File: config.mk
export PLATFORM = sky130hd
export DESIGN_NAME = rle_compressor
export DESIGN_NICKNAME = d
export VERILOG_FILES = /design/src/rtl/rle_pkg.sv /design/src/rtl/rle_run_tracker.sv /design/src/rtl/rle_emit_queue.sv /design/src/rtl/rle_compressor.sv
export SDC_FILE = /design/constraint.sdc
export NUM_CORES = 1
export LEC_CHECK = 0
export BUFFER_PORTS_ARGS = -buffer_cell sky130_fd_sc_hd__buf_2
export CAP_MARGIN = 40
export CORE_MARGIN = 2
export CORE_UTILIZATION = 51
export DETAILED_ROUTE_END_ITERATION = 6
export GPL_TIMING_DRIVEN = 0
export PLACE_DENSITY = 0.79
export SYNTH_ARGS = -nofsm -noshare
export SYNTH_HDL_FRONTEND = slang
export SYNTH_SLANG_ARGS = --single-unit
File: constraint.sdc
create_clock -name clk -period 4.2 [get_ports clk]
set_input_delay 0.63 -clock clk [delete_from_list [all_inputs] [get_ports clk]]
set_output_delay 0.63 -clock clk [all_outputs]
set_load 0.02 [all_outputs]
File: src/rtl/rle_pkg.sv
package rle_pkg;

    localparam int BYTE_W = 8;
    localparam int CNT_W  = BYTE_W - 1;

    typedef logic [BYTE_W-1:0] byte_t;
    typedef logic [CNT_W-1:0]  cnt_t;

    // one entry of the output queue
    typedef struct packed {
        logic  valid;
        logic  cmd;
        byte_t data;
    } slot_t;

    // command byte: marker bit on top, stored count (length-1) below
    function automatic byte_t make_cmd(input cnt_t c);
        return {1'b1, c};
    endfunction

endpackage

File: src/rtl/rle_run_tracker.sv
module rle_run_tracker
    import rle_pkg::*;
#(
    parameter int MAX_RUN = 128
) (
    input  logic  clk,
    input  logic  rst,
    input  logic  enable,
    input  logic  in_valid,
    input  byte_t in_data,
    input  logic  in_last,
    input  logic  q_empty,
    output logic  in_ready,
    output logic  load,
    output byte_t load_byte,
    output cnt_t  load_cnt
);

    localparam cnt_t CNT_LIMIT = cnt_t'(MAX_RUN - 1);

    logic  run_open;
    byte_t run_byte;
    cnt_t  run_cnt;
    logic  flush_pend;

    logic acc;
    logic flush_now;
    logic extend;

    always_comb begin
        in_ready  = q_empty && !flush_pend && (enable || !run_open);
        acc       = in_valid && in_ready;
        flush_now = q_empty && run_open && (flush_pend || !enable);
        extend    = run_open && (in_data == run_byte) && (run_cnt != CNT_LIMIT);

        load      = 1'b0;
        load_byte = run_byte;
        load_cnt  = run_cnt;
        if (flush_now) begin
            load = 1'b1;
        end else if (acc && !enable) begin
            load      = 1'b1;
            load_byte = in_data;
            load_cnt  = '0;
        end else if (acc && run_open && !extend) begin
            load = 1'b1;
        end
    end

    always_ff @(posedge clk) begin
        if (rst) begin
            run_open   <= 1'b0;
            run_byte   <= '0;
            run_cnt    <= '0;
            flush_pend <= 1'b0;
        end else if (flush_now) begin
            run_open   <= 1'b0;
            flush_pend <= 1'b0;
        end else if (acc && enable) begin
            run_open   <= 1'b1;
            flush_pend <= in_last;
            if (extend) begin
                run_cnt <= run_cnt + cnt_t'(1);
            end else begin
                run_byte <= in_data;
                run_cnt  <= '0;
            end
        end
    end


    open_blocks_passthru_chk: assert property (@(posedge clk) disable iff (rst)
        (!enable && run_open) |-> !in_ready);


    last_closes_run_chk: assert property (@(posedge clk) disable iff (rst)
        (acc && enable && in_last) |=> !in_ready);


    load_into_empty_chk: assert property (@(posedge clk) disable iff (rst)
        load |-> q_empty);

endmodule

File: src/rtl/rle_emit_queue.sv
module rle_emit_queue
    import rle_pkg::*;
(
    input  logic  clk,
    input  logic  rst,
    input  logic  load,
    input  byte_t load_byte,
    input  cnt_t  load_cnt,
    input  logic  out_ready,
    output logic  out_valid,
    output byte_t out_data,
    output logic  out_cmd,
    output logic  q_empty
);

    slot_t head;
    slot_t tail;

    assign out_valid = head.valid;
    assign out_data  = head.data;
    assign out_cmd   = head.cmd;
    assign q_empty   = !head.valid;

    always_ff @(posedge clk) begin
        if (rst) begin
            head <= '0;
            tail <= '0;
        end else if (load) begin
            if (load_cnt == '0) begin
                head <= '{valid: 1'b1, cmd: 1'b0, data: load_byte};
                tail <= '0;
            end else begin
                head <= '{valid: 1'b1, cmd: 1'b1, data: make_cmd(load_cnt)};
                tail <= '{valid: 1'b1, cmd: 1'b0, data: load_byte};
            end
        end else if (head.valid && out_ready) begin
            head <= tail;
            tail <= '0;
        end
    end


    hold_on_stall_chk: assert property (@(posedge clk) disable iff (rst)
        (out_valid && !out_ready) |=> (out_valid && $stable(out_data) && $stable(out_cmd)));


    cmd_marker_chk: assert property (@(posedge clk) disable iff (rst)
        (out_valid && out_cmd) |-> out_data[BYTE_W-1]);


    count_field_chk: assert property (@(posedge clk) disable iff (rst)
        (load && load_cnt != '0) |=> (out_cmd && out_data[CNT_W-1:0] == $past(load_cnt)));


    queue_order_chk: assert property (@(posedge clk) disable iff (rst)
        tail.valid |-> head.valid);

endmodule

File: src/rtl/rle_compressor.sv
module rle_compressor
    import rle_pkg::*;
#(
    parameter int MAX_RUN = 128
) (
    input  logic       clk,
    input  logic       rst,
    input  logic       enable,
    input  logic       in_valid,
    output logic       in_ready,
    input  logic [7:0] in_data,
    input  logic       in_last,
    output logic       out_valid,
    input  logic       out_ready,
    output logic [7:0] out_data,
    output logic       out_cmd
);

    logic  q_empty;
    logic  load;
    byte_t load_byte;
    cnt_t  load_cnt;

    rle_run_tracker #(.MAX_RUN(MAX_RUN)) u_tracker (
        .clk       (clk),
        .rst       (rst),
        .enable    (enable),
        .in_valid  (in_valid),
        .in_data   (in_data),
        .in_last   (in_last),
        .q_empty   (q_empty),
        .in_ready  (in_ready),
        .load      (load),
        .load_byte (load_byte),
        .load_cnt  (load_cnt)
    );

    rle_emit_queue u_queue (
        .clk       (clk),
        .rst       (rst),
        .load      (load),
        .load_byte (load_byte),
        .load_cnt  (load_cnt),
        .out_ready (out_ready),
        .out_valid (out_valid),
        .out_data  (out_data),
        .out_cmd   (out_cmd),
        .q_empty   (q_empty)
    );


    reset_state_chk: assert property (@(posedge clk) disable iff (rst)
        $past(rst) |-> (!out_valid && in_ready));


    passthru_chk: assert property (@(posedge clk) disable iff (rst)
        (in_valid && in_ready && !enable) |=>
            (out_valid && !out_cmd && out_data == $past(in_data)));

endmodule

# Word-level counts from Yosys, hierarchy flattened
# Cells that the tools add are included.
# word_totals
output_inout_bits,11
word_cells,53
register_bits,37
# classes
eq_ne,2
bitwise_logic,2
muxes,14
addsub,1
n_reduce_logical,24
# ops
op,count
10-bit 2-to-1 mux,5
7-bit 2-to-1 mux,3
8-bit 2-to-1 mux,2
1-bit logical AND,12
9-bit 2-to-1 mux,1
8-bit == test,1
7-bit by 1-bit adder with 7-bit output (second input constant),1
7-bit logical NOT,1
7-bit != test (second input constant),1
1-bit logical NOT,5
1-bit 2-to-1 mux,3
3-bit AND reduction,1
1-bit logical OR,2
1-bit inverter,2
2-bit AND reduction,1
2-bit nonzero test,1
2-bit OR reduction,1

# Logic depth before layout (Yosys ltp)
# depth
word_depth,10
mapped_depth,7
ltp_nobuf,5

# Cells and area by module
# A second synthesis with hierarchy kept.
# hier_totals
hier_cells,200
area_unflattened_um2,1798.0
# modules_own_cells
mod,cells_per_inst,seq_area_each_um2,area_each_um2,n_inst
rle_run_tracker,128,340.3,1034.7,1
rle_emit_queue,72,360.3,763.2,1

# Least setup slack after synthesis
# OpenSTA, ideal clock, no wires.
# synth_timing
path_type,input to register
startpoint,input in_data[2]
endpoint,register u_queue.tail[0] (netlist bit)
path_slack_ns,2.021
arrival_time_ns,2.107
required_time_ns,4.128
setup_time_ns,0.072
path_stages,6
path_buffers,1
cell_sequence,xor2_1 nor4_1 or4b_4 nand2_4 buf_12 mux2i_1
# synth_between
elab_chain_len,9
word_cells_on_any_way,10
cone_classes,eq/ne (1); mux (4); reduce/logical (5)
# synth_lines
element,line_no,rtl
start: declaration,rle_compressor.sv:11,"input logic [7:0] in_data,"
8-bit == test *,rle_run_tracker.sv:34,extend = run_open && (in_data == run_byte) && (run_cnt != CNT_LIMIT);
1-bit logical AND * (2 in series),rle_run_tracker.sv:34,
1-bit logical NOT *,rle_run_tracker.sv:45,end else if (acc && run_open && !extend) begin
1-bit logical AND *,rle_run_tracker.sv:45,
1-bit 2-to-1 mux *,rle_run_tracker.sv:45,
1-bit 2-to-1 mux *,rle_run_tracker.sv:41,end else if (acc && !enable) begin
1-bit 2-to-1 mux *,rle_run_tracker.sv:39,if (flush_now) begin
10-bit 2-to-1 mux / 2-bit nonzero test (equally long branches),n/a,
end signal: assignment,rle_emit_queue.sv:34,"tail <= '{valid: 1'b1, cmd: 1'b0, data: load_byte};"
end: declaration,rle_emit_queue.sv:17,slot_t tail;
# Every way passes the cells marked *; elsewhere a longest branch is shown, timed or not.
# A chain may end at the register's enable or synchronous reset.

# Worst setup path in the final report
# layout_timing
startpoint,register u_tracker.run_byte[2]
endpoint,register u_queue.tail[1] (netlist bit)
# layout_between
elab_chain_len,9
word_cells_on_any_way,10
cone_classes,eq/ne (1); mux (4); reduce/logical (5)
# layout_lines
element,line_no,rtl
start: declaration,rle_run_tracker.sv:22,byte_t run_byte;
start signal: assignment,rle_run_tracker.sv:65,run_byte <= in_data;
8-bit == test *,rle_run_tracker.sv:34,
1-bit logical AND * (2 in series),rle_run_tracker.sv:34,
1-bit logical NOT *,rle_run_tracker.sv:45,
1-bit logical AND *,rle_run_tracker.sv:45,
1-bit 2-to-1 mux *,rle_run_tracker.sv:45,
1-bit 2-to-1 mux *,rle_run_tracker.sv:41,
1-bit 2-to-1 mux *,rle_run_tracker.sv:39,
10-bit 2-to-1 mux / 2-bit nonzero test (equally long branches),n/a,
# Marks and branches as above.

==> results.ini <==
[worst_setup_path]
reg2reg_from = u_tracker.run_byte[2]$_SDFFE_PP0P_
cp.required_ns = 4.49
crit_path_end_kind = register
rr_endpoint = u_queue.tail[1]$_SDFFE_PP0P_
cp_max_fo = 10
arrival_ns = 2.53
worst-r2r-cell-count = 6
cp_slowest_stage_delay_ns = 0.59
critPathSlowestCell = or4b_4
crit_type = reg -> reg
start_kind = register
worstPathCellList = xor2_1, nor4_1, or4b_4, nand2_4, buf_12, mux2i_1
regToRegSetupSlack_ns = 1.95

[pwr]
power_density_nw_per_um2 = 391
power_leakage_nw = 0.888
irDropWorstVdd_mv = 0.248
p_total_mw = 0.841

[die]
die_area_um2 = 4160
placementRows = 21
start_util = 0.547
core_area_um2 = 3420
ioPinCount = 25
dieWidth_um = 64.5
die_h_um = 64.5

[timing]
clock-skew-final_ns = 0.00975
fin_crit_ns = 2.25
setup_viol = 0
min_period_over_period = 0.535
tns_ns = 0
tightest_slew_ns = 0.773
setup_ws_ns = 1.95
finalHoldViolations = 0
max_freq_ghz = 0.445
rsz0062_at_grt = no
hold_ws_ns = 0.467
drv_slew = 0
slew_headroom = 0.480

[drt]
detail_route.first_pass.iterations = 4
drt_iter0_markers = 98
drc = 0
num_vias = 1679
wire_per_inst_um = 14.7
avgViaCountPerCell = 5.69
final_antenna_net_count = 0
drt-total-wl_um = 4350

[cts]
clockBufferDepth = 2
path_clk_slew_ns = 0.12
post_cts_buffers = 0
cts_resized = 0
cts_inserted_buffers = 5
ctsHoldBuffers = 0
cts_tree = done
cts_root_buffer = clkbuf_4
clkSinkCount = 35
clkLatencyLatePin_ns = 0.36
cts.htree.levels = 2

[global_routing]
track_usage = 0.233
grt_pass1_wl_um = 7360
grt_antenna_before_repair = 0
gr-total-overflow = 0
grt_pass1_vias = 1514
grt_start_max_net_pins = 13

[placed_design]
place_area_um2 = 2050
post-place-ws_ns = 1.69
io_buffers = 23
placedCellCount = 287
dp_hpwl_um = 3250
globalplace.congestion = 0.981

[logic_synthesis]
synthTopCellsByCount = dfxtp_1 (35), nand2_1 (30), nor2_1 (20)
synth_top_family_by_area = simple AND/OR/NAND/NOR gates
synth_top_area_frac = 0.375
synth_xor_area_frac = 0.0610
synth.area.mux_share = 0.0911
yosys-top-cells-area = dfxtp_1 (38%), mux2i_1 (9.1%), nand2_1 (6.0%)
async_reset_ff_frac = 0
synth_compound_area_frac = 0.164
ys.flop_type = dfxtp_1
ys_seq_area_frac = 0.375
synth_most_common_cell = dfxtp_1
synth_area_um2 = 1870
synth_edf_count = 0
synthSimpleGateAreaFrac = 0.248
syn_area_per_cell_um2 = 8.61
synth_cells = 217
yosysTopAreaCell = dfxtp_1
synth_fa_ha_area_frac = 0.00670
synth_cell_types = 41
ys_ff_latch = 35
yosysWarnings = 0
synthesis.nets = 232

[layout]
fin_util = 0.630
drive_above_1_share = 0.205
finalNonFillerCells = 295
design_area_um2 = 2150
nets = 263
area_delta_synth_final_pct = 15.1
num_antenna_cells = 0
fillers = 302

[worst_hold_path]
hold_depth = 2
hold_start = u_queue.tail[5]$_SDFFE_PP0P_
min_to = u_queue.tail[5]$_SDFFE_PP0P_
hold_class = reg -> reg

[status]
status = finished clean

[job]
drv_cap = 0

[cell usage in the layout (no fill, tap or decap), types with 2 or more instances in the layout]
cell,n
buf_2,25
nand2_1,30
nor4_1,2
nor3_1,13
nand3_1,4
nor2_1,20
o21ai_0,4
xnor2_1,4
o22a_1,2
bufinv_16,2
nand4_1,2
nand2b_1,8
o31ai_1,4
mux2i_1,17
xor2_1,9
or2_2,4
clkbuf_4,5
dfxtp_1,35
o221a_2,4
a21oi_1,15
inv_1,3
a211oi_1,5
a31oi_1,6
clkbuf_1,3
buf_6,4
[worst max-delay path: cells and delay by family, from the launching register on]
family        cells  cell delay (ns)
simple gates      3             1.25
flops             1             0.49
mux               1             0.19
buf+inv           1             0.14
xor+xnor          1             0.11
[registers in the layout, summed over array words and instances (netlist names)]
register and cells:
u_tracker.run_byte 8, u_tracker.flush_pend 1, u_tracker.run_open 1, u_queue.out_valid 1, u_queue.out_data 8, u_tracker.run_cnt 7, u_queue.out_cmd 1, u_queue.tail 8
[per-layer routing]
layer  up-vias  global-route usage  routed length, um
li1        842                   -                  -
met1       800               0.323               2180
met2        28               0.345               1950
met3         9              0.0677                126
met4         0              0.0798                 93
met5         -                   0                  0
[logic make-up (layout without fill, tap and decap cells)]
group           count (synthesis)  in the layout
buf+inv                        13             45
flops                          35             35
compound gates                 45             45
xor+xnor                       13             13
fa+ha+maj                       1              1
simple gates                   93             93
mux                            17             17
[cell type report]
cell class	instances	area [um2]	share of cell area
plain buffers	10	88.8	0.0413
flip-flops and latches	35	701	0.326
well taps	46	57.6	0.0268
clock inverters	3	67.6	0.0314
repair buffers	24	120	0.0558
inverters	3	11.3	0.00524
clock buffers	5	37.5	0.0175
multi-input cells	169	1070	0.496
[power breakdown]
group	internal, mW	switching [mW]
Clock	0.185	0.125
Sequential	0.349	0.0138
Combinational	0.0701	0.0981
[worst max-delay path by stage]
stage	from	to	cells past startpoint	slack, ns
finish	u_tracker.run_byte[2]$_SDFFE_PP0P_	u_queue.tail[1]$_SDFFE_PP0P_	6	1.95
global route	u_tracker.run_byte[2]$_SDFFE_PP0P_	u_queue.tail[2]$_SDFFE_PP0P_	6	1.87
CTS	u_tracker.run_byte[2]$_SDFFE_PP0P_	u_queue.tail[1]$_SDFFE_PP0P_	6	2.00
detailed placement	in_data[2]	u_queue.tail[2]$_SDFFE_PP0P_	7	1.69
global placement	in_data[2]	u_queue.tail[3]$_SDFFE_PP0P_	7	1.71
floorplan	in_data[2]	u_queue.tail[0]$_SDFFE_PP0P_	6	2.02
(Power assumes the default switching activity.)
